`src/rtl/vfc_pkg.sv`:
```
package vfc_pkg;

  // Strobes from the sequencing control into the counting datapath
  typedef struct packed {
    logic acceptTrip;
    logic winEnd;
    logic mulSquare;
    logic mulDead;
    logic divStep;
    logic publish;
  } vfcStrobe_t;

  typedef enum logic [2:0] {
    CS_IDLE,
    CS_SQUARE,
    CS_DEAD,
    CS_DIV,
    CS_PUB
  } corrState_e;

endpackage

```
`src/rtl/vfc_ctrl.sv`:
```
module vfc_ctrl
  import vfc_pkg::*;
#(
  parameter int GATE_W = 20,
  parameter int DEAD_W = 8,
  parameter int NUM_W  = 40,
  parameter int SYNC_N = 2
) (
  input  logic              clk,
  input  logic              rstN,
  input  logic              tripAsync,
  input  logic [GATE_W-1:0] gateLen,
  input  logic [DEAD_W-1:0] deadLen,
  output logic              discharge,
  output logic [GATE_W-1:0] gateEff,
  output logic [DEAD_W-1:0] deadEff,
  output vfcStrobe_t        strobe
);

  localparam int MIN_GATE = NUM_W + 4;
  localparam int STEP_W   = $clog2(NUM_W + 1);
  localparam logic [GATE_W-1:0] MIN_GATE_V = GATE_W'(MIN_GATE);
  localparam logic [STEP_W-1:0] LAST_STEP  = STEP_W'(NUM_W - 1);

  // Synchronizer plus one extra stage for edge detection
  logic [SYNC_N:0]   syncQ;
  logic              tripRise;
  logic              acceptTrip;
  logic [DEAD_W-1:0] dchCnt;
  logic [GATE_W-1:0] gateCnt;
  logic              winEnd;
  corrState_e        state;
  logic [STEP_W-1:0] stepCnt;

  always_ff @(posedge clk or negedge rstN) begin
    if (!rstN) syncQ <= '0;
    else       syncQ <= {syncQ[SYNC_N-1:0], tripAsync};
  end

  assign tripRise   = syncQ[SYNC_N-1] & ~syncQ[SYNC_N];
  assign deadEff    = (deadLen == '0) ? DEAD_W'(1) : deadLen;
  assign acceptTrip = tripRise && (dchCnt == '0);
  assign discharge  = (dchCnt != '0);

  // Discharge pulse timer
  always_ff @(posedge clk or negedge rstN) begin
    if (!rstN)               dchCnt <= '0;
    else if (acceptTrip)     dchCnt <= deadEff;
    else if (dchCnt != '0)   dchCnt <= dchCnt - 1'b1;
  end

  // Gate window timer
  assign gateEff = (gateLen < MIN_GATE_V) ? MIN_GATE_V : gateLen;
  assign winEnd  = (gateCnt >= gateEff - 1'b1);

  always_ff @(posedge clk or negedge rstN) begin
    if (!rstN)       gateCnt <= '0;
    else if (winEnd) gateCnt <= '0;
    else             gateCnt <= gateCnt + 1'b1;
  end

  // Correction sequencer
  always_ff @(posedge clk or negedge rstN) begin
    if (!rstN) begin
      state   <= CS_IDLE;
      stepCnt <= '0;
    end else begin
      unique case (state)
        CS_IDLE:   if (winEnd) state <= CS_SQUARE;
        CS_SQUARE: state <= CS_DEAD;
        CS_DEAD: begin
          state   <= CS_DIV;
          stepCnt <= '0;
        end
        CS_DIV: begin
          stepCnt <= stepCnt + 1'b1;
          if (stepCnt == LAST_STEP) state <= CS_PUB;
        end
        CS_PUB:    state <= CS_IDLE;
        default:   state <= CS_IDLE;
      endcase
    end
  end

  always_comb begin
    strobe            = '0;
    strobe.acceptTrip = acceptTrip;
    strobe.winEnd     = winEnd;
    strobe.mulSquare  = (state == CS_SQUARE);
    strobe.mulDead    = (state == CS_DEAD);
    strobe.divStep    = (state == CS_DIV);
    strobe.publish    = (state == CS_PUB);
  end

endmodule

```
`src/rtl/vfc_dpath.sv`:
```
module vfc_dpath
  import vfc_pkg::*;
#(
  parameter int CNT_W  = 16,
  parameter int GATE_W = 20,
  parameter int DEAD_W = 8,
  parameter int NUM_W  = 40
) (
  input  logic              clk,
  input  logic              rstN,
  input  vfcStrobe_t        strobe,
  input  logic [GATE_W-1:0] gateEff,
  input  logic [DEAD_W-1:0] deadEff,
  output logic [CNT_W-1:0]  rawCount,
  output logic [CNT_W-1:0]  corrCount,
  output logic              overflow,
  output logic              resultValid
);

  localparam logic [CNT_W-1:0] CNT_MAX = {CNT_W{1'b1}};
  localparam int SQ_W = 2 * CNT_W;

  logic [CNT_W-1:0]  tripCnt, cntNext;
  logic              ovfRun, ovfNext;
  logic [CNT_W-1:0]  snapRaw;
  logic              snapOvf;
  logic [GATE_W-1:0] snapGate;
  logic [DEAD_W-1:0] snapDead;
  logic [SQ_W-1:0]   sqReg;
  logic [NUM_W-1:0]  numQ;
  logic [GATE_W-1:0] remReg;
  logic [GATE_W:0]   remShift;
  logic              remFits;
  logic [NUM_W:0]    corrSum;
  logic [CNT_W-1:0]  corrSat;

  // Saturating trip counter
  always_comb begin
    cntNext = tripCnt;
    ovfNext = ovfRun;
    if (strobe.acceptTrip) begin
      if (tripCnt == CNT_MAX) ovfNext = 1'b1;
      else                    cntNext = tripCnt + 1'b1;
    end
  end

  always_ff @(posedge clk or negedge rstN) begin
    if (!rstN) begin
      tripCnt  <= '0;
      ovfRun   <= 1'b0;
      snapRaw  <= '0;
      snapOvf  <= 1'b0;
      snapGate <= '0;
      snapDead <= '0;
    end else if (strobe.winEnd) begin
      snapRaw  <= cntNext;
      snapOvf  <= ovfNext;
      snapGate <= gateEff;
      snapDead <= deadEff;
      tripCnt  <= '0;
      ovfRun   <= 1'b0;
    end else begin
      tripCnt  <= cntNext;
      ovfRun   <= ovfNext;
    end
  end

  // Two multiply stages and a restoring bit-serial divider
  assign remShift = {remReg, numQ[NUM_W-1]};
  assign remFits  = (remShift >= {1'b0, snapGate});

  always_ff @(posedge clk or negedge rstN) begin
    if (!rstN) begin
      sqReg  <= '0;
      numQ   <= '0;
      remReg <= '0;
    end else if (strobe.mulSquare) begin
      sqReg <= {{CNT_W{1'b0}}, snapRaw} * {{CNT_W{1'b0}}, snapRaw};
    end else if (strobe.mulDead) begin
      numQ   <= {{DEAD_W{1'b0}}, sqReg} * {{SQ_W{1'b0}}, snapDead};
      remReg <= '0;
    end else if (strobe.divStep) begin
      if (remFits) begin
        remReg <= GATE_W'(remShift - {1'b0, snapGate});
        numQ   <= {numQ[NUM_W-2:0], 1'b1};
      end else begin
        remReg <= remShift[GATE_W-1:0];
        numQ   <= {numQ[NUM_W-2:0], 1'b0};
      end
    end
  end

  assign corrSum = {1'b0, numQ} + {{(NUM_W + 1 - CNT_W){1'b0}}, snapRaw};
  assign corrSat = (corrSum > {{(NUM_W + 1 - CNT_W){1'b0}}, CNT_MAX})
                   ? CNT_MAX : corrSum[CNT_W-1:0];

  always_ff @(posedge clk or negedge rstN) begin
    if (!rstN) begin
      rawCount    <= '0;
      corrCount   <= '0;
      overflow    <= 1'b0;
      resultValid <= 1'b0;
    end else begin
      resultValid <= strobe.publish;
      if (strobe.publish) begin
        rawCount  <= snapRaw;
        corrCount <= corrSat;
        overflow  <= snapOvf;
      end
    end
  end

endmodule

```
`src/rtl/vfc_count_core.sv`:
```
module vfc_count_core
  import vfc_pkg::*;
#(
  parameter int CNT_W  = 16,
  parameter int GATE_W = 20,
  parameter int DEAD_W = 8,
  parameter int SYNC_N = 2
) (
  input  logic              clk,
  input  logic              rstN,
  input  logic              tripAsync,
  input  logic [GATE_W-1:0] gateLen,
  input  logic [DEAD_W-1:0] deadLen,
  output logic              discharge,
  output logic [CNT_W-1:0]  rawCount,
  output logic [CNT_W-1:0]  corrCount,
  output logic              overflow,
  output logic              resultValid
);

  localparam int NUM_W = 2 * CNT_W + DEAD_W;

  vfcStrobe_t        strobe;
  logic [GATE_W-1:0] gateEff;
  logic [DEAD_W-1:0] deadEff;

  vfc_ctrl #(
    .GATE_W(GATE_W), .DEAD_W(DEAD_W), .NUM_W(NUM_W), .SYNC_N(SYNC_N)
  ) ctrl_i (
    .clk(clk), .rstN(rstN), .tripAsync(tripAsync),
    .gateLen(gateLen), .deadLen(deadLen),
    .discharge(discharge), .gateEff(gateEff), .deadEff(deadEff),
    .strobe(strobe)
  );

  vfc_dpath #(
    .CNT_W(CNT_W), .GATE_W(GATE_W), .DEAD_W(DEAD_W), .NUM_W(NUM_W)
  ) dpath_i (
    .clk(clk), .rstN(rstN), .strobe(strobe),
    .gateEff(gateEff), .deadEff(deadEff),
    .rawCount(rawCount), .corrCount(corrCount),
    .overflow(overflow), .resultValid(resultValid)
  );

endmodule

```
`config.mk`:
```
export PLATFORM = sky130hd
export DESIGN_NAME = vfc_count_core
export DESIGN_NICKNAME = d
export VERILOG_FILES = /design/src/rtl/vfc_pkg.sv /design/src/rtl/vfc_ctrl.sv /design/src/rtl/vfc_dpath.sv /design/src/rtl/vfc_count_core.sv
export SDC_FILE = /design/constraint.sdc
export NUM_CORES = 2
export LEC_CHECK = 0
export ABC_CLOCK_PERIOD_IN_PS = 8930
export BUFFER_PORTS_ARGS = -buffer_cell sky130_fd_sc_hd__buf_4
export CORE_MARGIN = 5
export CORE_UTILIZATION = 60
export CTS_CLUSTER_SIZE = 24
export DETAILED_ROUTE_END_ITERATION = 10
export GPL_ROUTABILITY_DRIVEN = 1
export PLACE_DENSITY = 0.76
export SLEW_MARGIN = 40
export SYNTH_ARGS = -nofsm -noshare
export SYNTH_HDL_FRONTEND = slang
export SYNTH_SLANG_ARGS = --single-unit
```
`constraint.sdc`:
```
create_clock -name clk -period 8.93 [get_ports clk]
set_clock_uncertainty 0.15 [all_clocks]
set_input_delay 0.893 -clock clk [delete_from_list [all_inputs] [get_ports clk]]
set_output_delay 0.893 -clock clk [all_outputs]
set_load 0.005 [all_outputs]
```
* Yosys cells after proc, flatten, opt, wreduce, memory -nomap -nowiden *
Index checks and enable logic that the tools add are counted.

storage, ports and cells
  bits in registers = 228
  word-level logic and storage cells = 73
  bits of input ports = 31

cells by class
  bitwise gates (word level) = 3
  $mul = 2
  muxes and demuxes = 22
  add/sub/neg operators = 7
  reductions and logical operators = 9
  eq/ne operators = 8
  magnitude comparators = 4

operator list
  operator                                                                        number
  20-bit two-way mux                                                              5
  40-bit two-way mux                                                              2
  16-bit two-way mux                                                              4
  40-bit by 16-bit adder with 41-bit output                                       1
  41-bit by 16-bit > comparator with 1-bit output (second input constant)         1
  32-bit by 8-bit multiplier with 40-bit output                                   1
  16-bit by 16-bit multiplier with 32-bit output                                  1
  8-bit two-way mux                                                               3
  21-bit by 20-bit >= comparator with 1-bit output                                1
  20-bit by 1-bit adder with 20-bit output (second input constant)                1
  20-bit >= comparator                                                            1
  20-bit by 6-bit less-than comparator with 1-bit output (second input constant)  1
  20-bit by 1-bit subtractor with 20-bit output (second input constant)           1
  20-bit subtractor                                                               1
  16-bit by 1-bit adder with 16-bit output (second input constant)                1
  16-bit equality test (second input constant)                                    1
  8-bit zero test                                                                 2
  3-bit one-hot mux with 4 select lines                                           1
  6-bit one-hot mux with 2 select lines                                           1
  8-bit nonzero test                                                              1
  8-bit by 1-bit subtractor with 8-bit output (second input constant)             1
  6-bit by 1-bit adder with 6-bit output (second input constant)                  1
  3-bit by 2-bit equality test with 1-bit output (second input constant)          2
  6-bit equality test (second input constant)                                     1
  other kinds (12)                                                                19

* Longest topological paths before layout *
  depth in word-level cells = 6
  mapped depth = 27

* Cells and area by module *
A second synthesis with hierarchy kept.

unflattened totals
  cell total of the unflattened synthesis = 3113
  area, all modules = 27971.8 sq um

modules (own cells, without submodules)
  module     area an instance (sq um)  sequential area each (sq um)  times used  cells an instance
  vfc_dpath  25066.5                   4679.5                        1           2778
  vfc_ctrl   2905.3                    1001.0                        1           335

* Worst setup path after synthesis *
OpenSTA, ideal clock, no wires.

  path type = reg2reg
  start point = register dpath_i.snapRaw[10]
  end point = register dpath_i.sqReg[29]
  path slack = 2.309 ns
  cell stages (with the launch flop) = 24
  clock period less this slack = 6.621 ns
  data arrival time = 6.346 ns
  data required time = 8.655 ns
  cells stage by stage = dfrtp_1 > clkbuf_1 > clkinv_1 > nor2_1 > inv_1 > fa_1 > fa_1 > fa_1 > inv_1 > fa_1 > inv_1 > fa_1 > fa_1 > inv_1 > ha_1 > and3_1 > nand2_1 > a21oi_1 > o41ai_1 > o211ai_1 > and3_1 > nor3_1 > xnor2_1 > mux2_2

on the way
  longest elaborated chain between the ends = 1

ends and longest elaborated chain
  what                                            line             source
  start, declared                                 vfc_dpath.sv:25  logic [CNT_W-1:0] snapRaw;
  start signal, assigned                          vfc_dpath.sv:56  snapRaw <= cntNext;
  16-bit by 16-bit multiplier with 32-bit output  vfc_dpath.sv:78  sqReg <= {{CNT_W{1'b0}}, snapRaw} * {{CNT_W{1'b0}}, snapRaw};
  end signal, assigned                            vfc_dpath.sv:78
  end, declared                                   vfc_dpath.sv:29  logic [SQ_W-1:0] sqReg;

No other way between the ends.
A chain may end at the register's enable or synchronous reset.

* Worst setup path after layout *
  start point = register dpath_i.snapRaw[4]
  end point = register dpath_i.sqReg[29]

The elaborated chain is that of the path after synthesis.

==> reports/summary.txt <==
GRT overflow = 0
Setup CP Type = reg2reg
DIE WIDTH = 223 um
fill count = 3702
CTS Buffer Depth = 3
Critical Path Start = dpath_i.snapRaw[4]
Synth area leaders = fa_1, dfrtp_1, ha_1, inv_1, nand2_1
die area = 0.0498 mm2
DRT Wirelength = 72500 um
Final Hold Vio Count = 0
crit share post-route = 84.1%
Pins Over Slew Limit = 0
Post-DP HPWL = 57300 um
CORE AREA = 0.0452 mm2
number of gates resized after CTS = 0
CP arrival = 7.79 ns
# rows = 78
area grow syn2layout = 7.14%
Synth Area per Inst = 8.93 um2
Max Cap Violations = 0
DRC viols = 0
M1 WL = 30300 um
initial antenna violation count = 0
Worst setup EP type = flip-flop
root buf cell = clkbuf_16
number of flops mapped to enable cells by yosys = 0
Yosys top cell area share = 25.1%
worst slew pin tran = 0.827 ns
Yosys top cell by area = fa_1
r2r startpoint = dpath_i.snapRaw[4]
Max FO, Critical Path = 13
antenna diode count = 0
die height = 223 um
FMAX = 133 MHz
R2R Path End = dpath_i.sqReg[29]
first-pass GRT wire length = 119000 um
number of setup buffers added after CTS = 0
placer congestion estimate = 0.989
io pins = 66
final setup fails = 0
setup TNS = 0 ns
Synth Area in Compound Gates = 11.5%
Worst-path clk slew = 0.07 ns
met2 WL = 34700 um
NumNets Final = 3644
adder-cell share of the synthesized area = 35.3%
share of cells above drive strength 1 = 7.17%
Startpoint Class = flip-flop
TritonCTS clock tree = yes
WL met3 = 4840 um
CTS sink count = 227
largest net degree at the start of global routing = 111
Synth Cell Area = 0.0273 mm2
Worst setup endpoint = dpath_i.sqReg[29]
Clk Latency, worst-skew pair = 0.56 ns
status = finished, final reports clean
via-per-instance ratio = 5.93
RSZ-0062 raised after global routing = no
Mapped Cells = 3057
largest family of logic cells by synthesized area = adder cells
top_reg_cell synth = dfrtp_1
Worst R2R Setup Slack = 1.42 ns
XOR/XNOR Fraction of Synth Area = 4.59%
PortBufs = 65
reg2reg path depth = 22
Initial Utilization = 60.4%
post-synthesis simple-gate area fraction = 16.5%
antenna-violating nets left = 0
post-synthesis sequential area ratio = 20.8%
area post-placement = 0.0282 mm2
Slew Limit Headroom = 44.8%
synthesis-stage register bit count = 227
WL/cell = 19.8 um
DRT Pass-1 Iters = 5
Required @ worst endpoint = 9.21 ns
CTS Buf Count = 28
yosys warns = 0
Async SR Flop Fraction = 100%
Hold Buf Count CTS = 0
vias in the first global route = 22625
initial drt markers = 1677
minimum clock period = 7.51 ns
gr usage total = 29.3%
H-Tree Depth = 1
synth unique cells = 81
HP Class = in2async
post-synthesis mux area share = 3.21%
via count = 21772
top sig layer = met4
final instance area = 0.0292 mm2
[cell usage after synthesis, drive strengths merged, types with 4 or more instances]
| cell type | n |
|---|---|
| a211o | 7 |
| a211oi | 22 |
| a21boi | 5 |
| a21o | 54 |
| a21oi | 145 |
| a311oi | 5 |
| a31o | 4 |
| a31oi | 22 |
| a41oi | 4 |
| and2 | 140 |
| and3 | 31 |
| and4 | 7 |
| buf | 13 |
| clkbuf | 111 |
| clkinv | 9 |
| dfrtp | 227 |
| fa | 342 |
| ha | 222 |
| inv | 448 |
| mux2 | 43 |
| mux2i | 39 |
| nand2 | 349 |
| nand2b | 13 |
| nand3 | 58 |
| nand4 | 22 |
| nor2 | 241 |
| nor2b | 17 |
| nor3 | 48 |
| nor4 | 13 |
| o211ai | 13 |
| o21a | 14 |
| o21ai | 129 |
| o21bai | 14 |
| o221ai | 4 |
| o311ai | 8 |
| o31ai | 7 |
| or2 | 5 |
| or3 | 15 |
| or4 | 4 |
| xnor2 | 73 |
| xor2 | 70 |
[worst min-delay path by stage]
stage                       end
4_1_cts         ctrl_i.syncQ[1]
3_5_place_dp    ctrl_i.syncQ[1]
3_3_place_gp    ctrl_i.syncQ[1]
2_1_floorplan   ctrl_i.syncQ[1]
5_1_grt        dpath_i.numQ[31]
6_report       dpath_i.numQ[31]
[layer usage]
layer | vias to the layer above | GRT usage (%)
met5 | - | 0
met4 | 0 | 9.09
met3 | 167 | 4.04
met2 | 756 | 48.8
met1 | 10936 | 40.2
li1 | 9913 | -
[metrics by stage]
stage / worst slack (ns) / utilization [%] / cells / hold WS, ns
after floorplan: 2.31 / - / 3058 / 0.181
after global placement: 1.72 / 62.4 / 3618 / 0.194
after detailed placement: 1.51 / 62.5 / 3618 / 0.198
after CTS: 1.50 / 64.6 / 3668 / 0.218
after global routing: 0.934 / 64.7 / 3669 / 0.0750
final: 1.42 / 64.7 / 3669 / 0.0622
[critical path, stage by stage (launching register included)]
cell	delay (ns)
dfrtp_1	0.71
clkinv_1	0.43
nor2_1	0.34
fa_1	0.47
inv_1	0.08
fa_1	0.43
fa_1	0.52
inv_1	0.05
fa_1	0.47
fa_1	0.54
inv_1	0.05
fa_1	0.53
inv_1	0.04
ha_1	0.36
and3_1	0.23
nand2_1	0.06
a21oi_1	0.06
o41ai_1	0.72
o211ai_1	0.31
and3_1	0.24
nor3_1	0.22
xnor2_1	0.09
mux2_2	0.25
[sequential cells by signal (all words and copies together) (netlist names), 6 cells and up]
name,count
dpath_i.snapRaw,16
dpath_i.tripCnt,16
ctrl_i.gateCnt,20
ctrl_i.stepCnt,6
dpath_i.numQ,40
dpath_i.remReg,20
dpath_i.rawCount,16
dpath_i.snapGate,20
dpath_i.corrCount,16
ctrl_i.dchCnt,8
dpath_i.snapDead,8
dpath_i.sqReg,31
[cells by family (layout without fill, tap and decap cells)]
kind of cell | count (synthesis) | after routing
adders and majority gates | 564 | 564
muxes | 82 | 82
DFF | 227 | 227
xor gates and xnor gates | 143 | 143
AOI/OAI and AO/OA | 491 | 491
buffers and inverters | 581 | 592
and+or+nand+nor | 968 | 968
other | 1 | 2
[layout by cell type (no fill, tap or decap), types with 5 or more instances in the layout]
cell | netlist | final
a211o_1 | 7 | 7
a211oi_1 | 22 | 22
a21o_1 | 54 | 54
a21oi_1 | 135 | 135
a21oi_2 | 10 | 10
a31oi_1 | 21 | 21
and2_1 | 140 | 140
and3_1 | 31 | 31
and4_1 | 7 | 7
buf_4 | 0 | 81
clkbuf_16 | 0 | 29
clkbuf_8 | 0 | 8
clkinv_1 | 9 | 9
dfrtp_1 | 227 | 226
fa_1 | 342 | 342
ha_1 | 222 | 222
inv_1 | 446 | 446
mux2_2 | 43 | 43
mux2i_1 | 39 | 39
nand2_1 | 348 | 348
nand2b_1 | 13 | 12
nand3_1 | 58 | 58
nand4_1 | 21 | 21
nor2_1 | 241 | 240
nor2b_1 | 17 | 16
nor3_1 | 47 | 47
nor4_1 | 12 | 12
o211ai_1 | 13 | 13
o21a_1 | 14 | 13
o21ai_0 | 124 | 124
o21bai_1 | 14 | 14
o311ai_0 | 8 | 8
o31ai_1 | 7 | 7
or2_2 | 5 | 5
or3_1 | 13 | 12
xnor2_1 | 73 | 73
xor2_1 | 70 | 70
[layout make-up]
class,count,area (um2),share of cell area (%)
inverter,457,1720,5.87
tap,600,751,2.57
sequential,227,5680,19.4
multi-input combinational,2250,19400,66.5
timing repair buffer,85,673,2.30
clock buffer,40,847,2.90
clock inverter,10,134,0.458
Power is left out: the tool's default activity adds up to more than one toggle a clock period on the data nets, which glitch-free logic cannot reach.
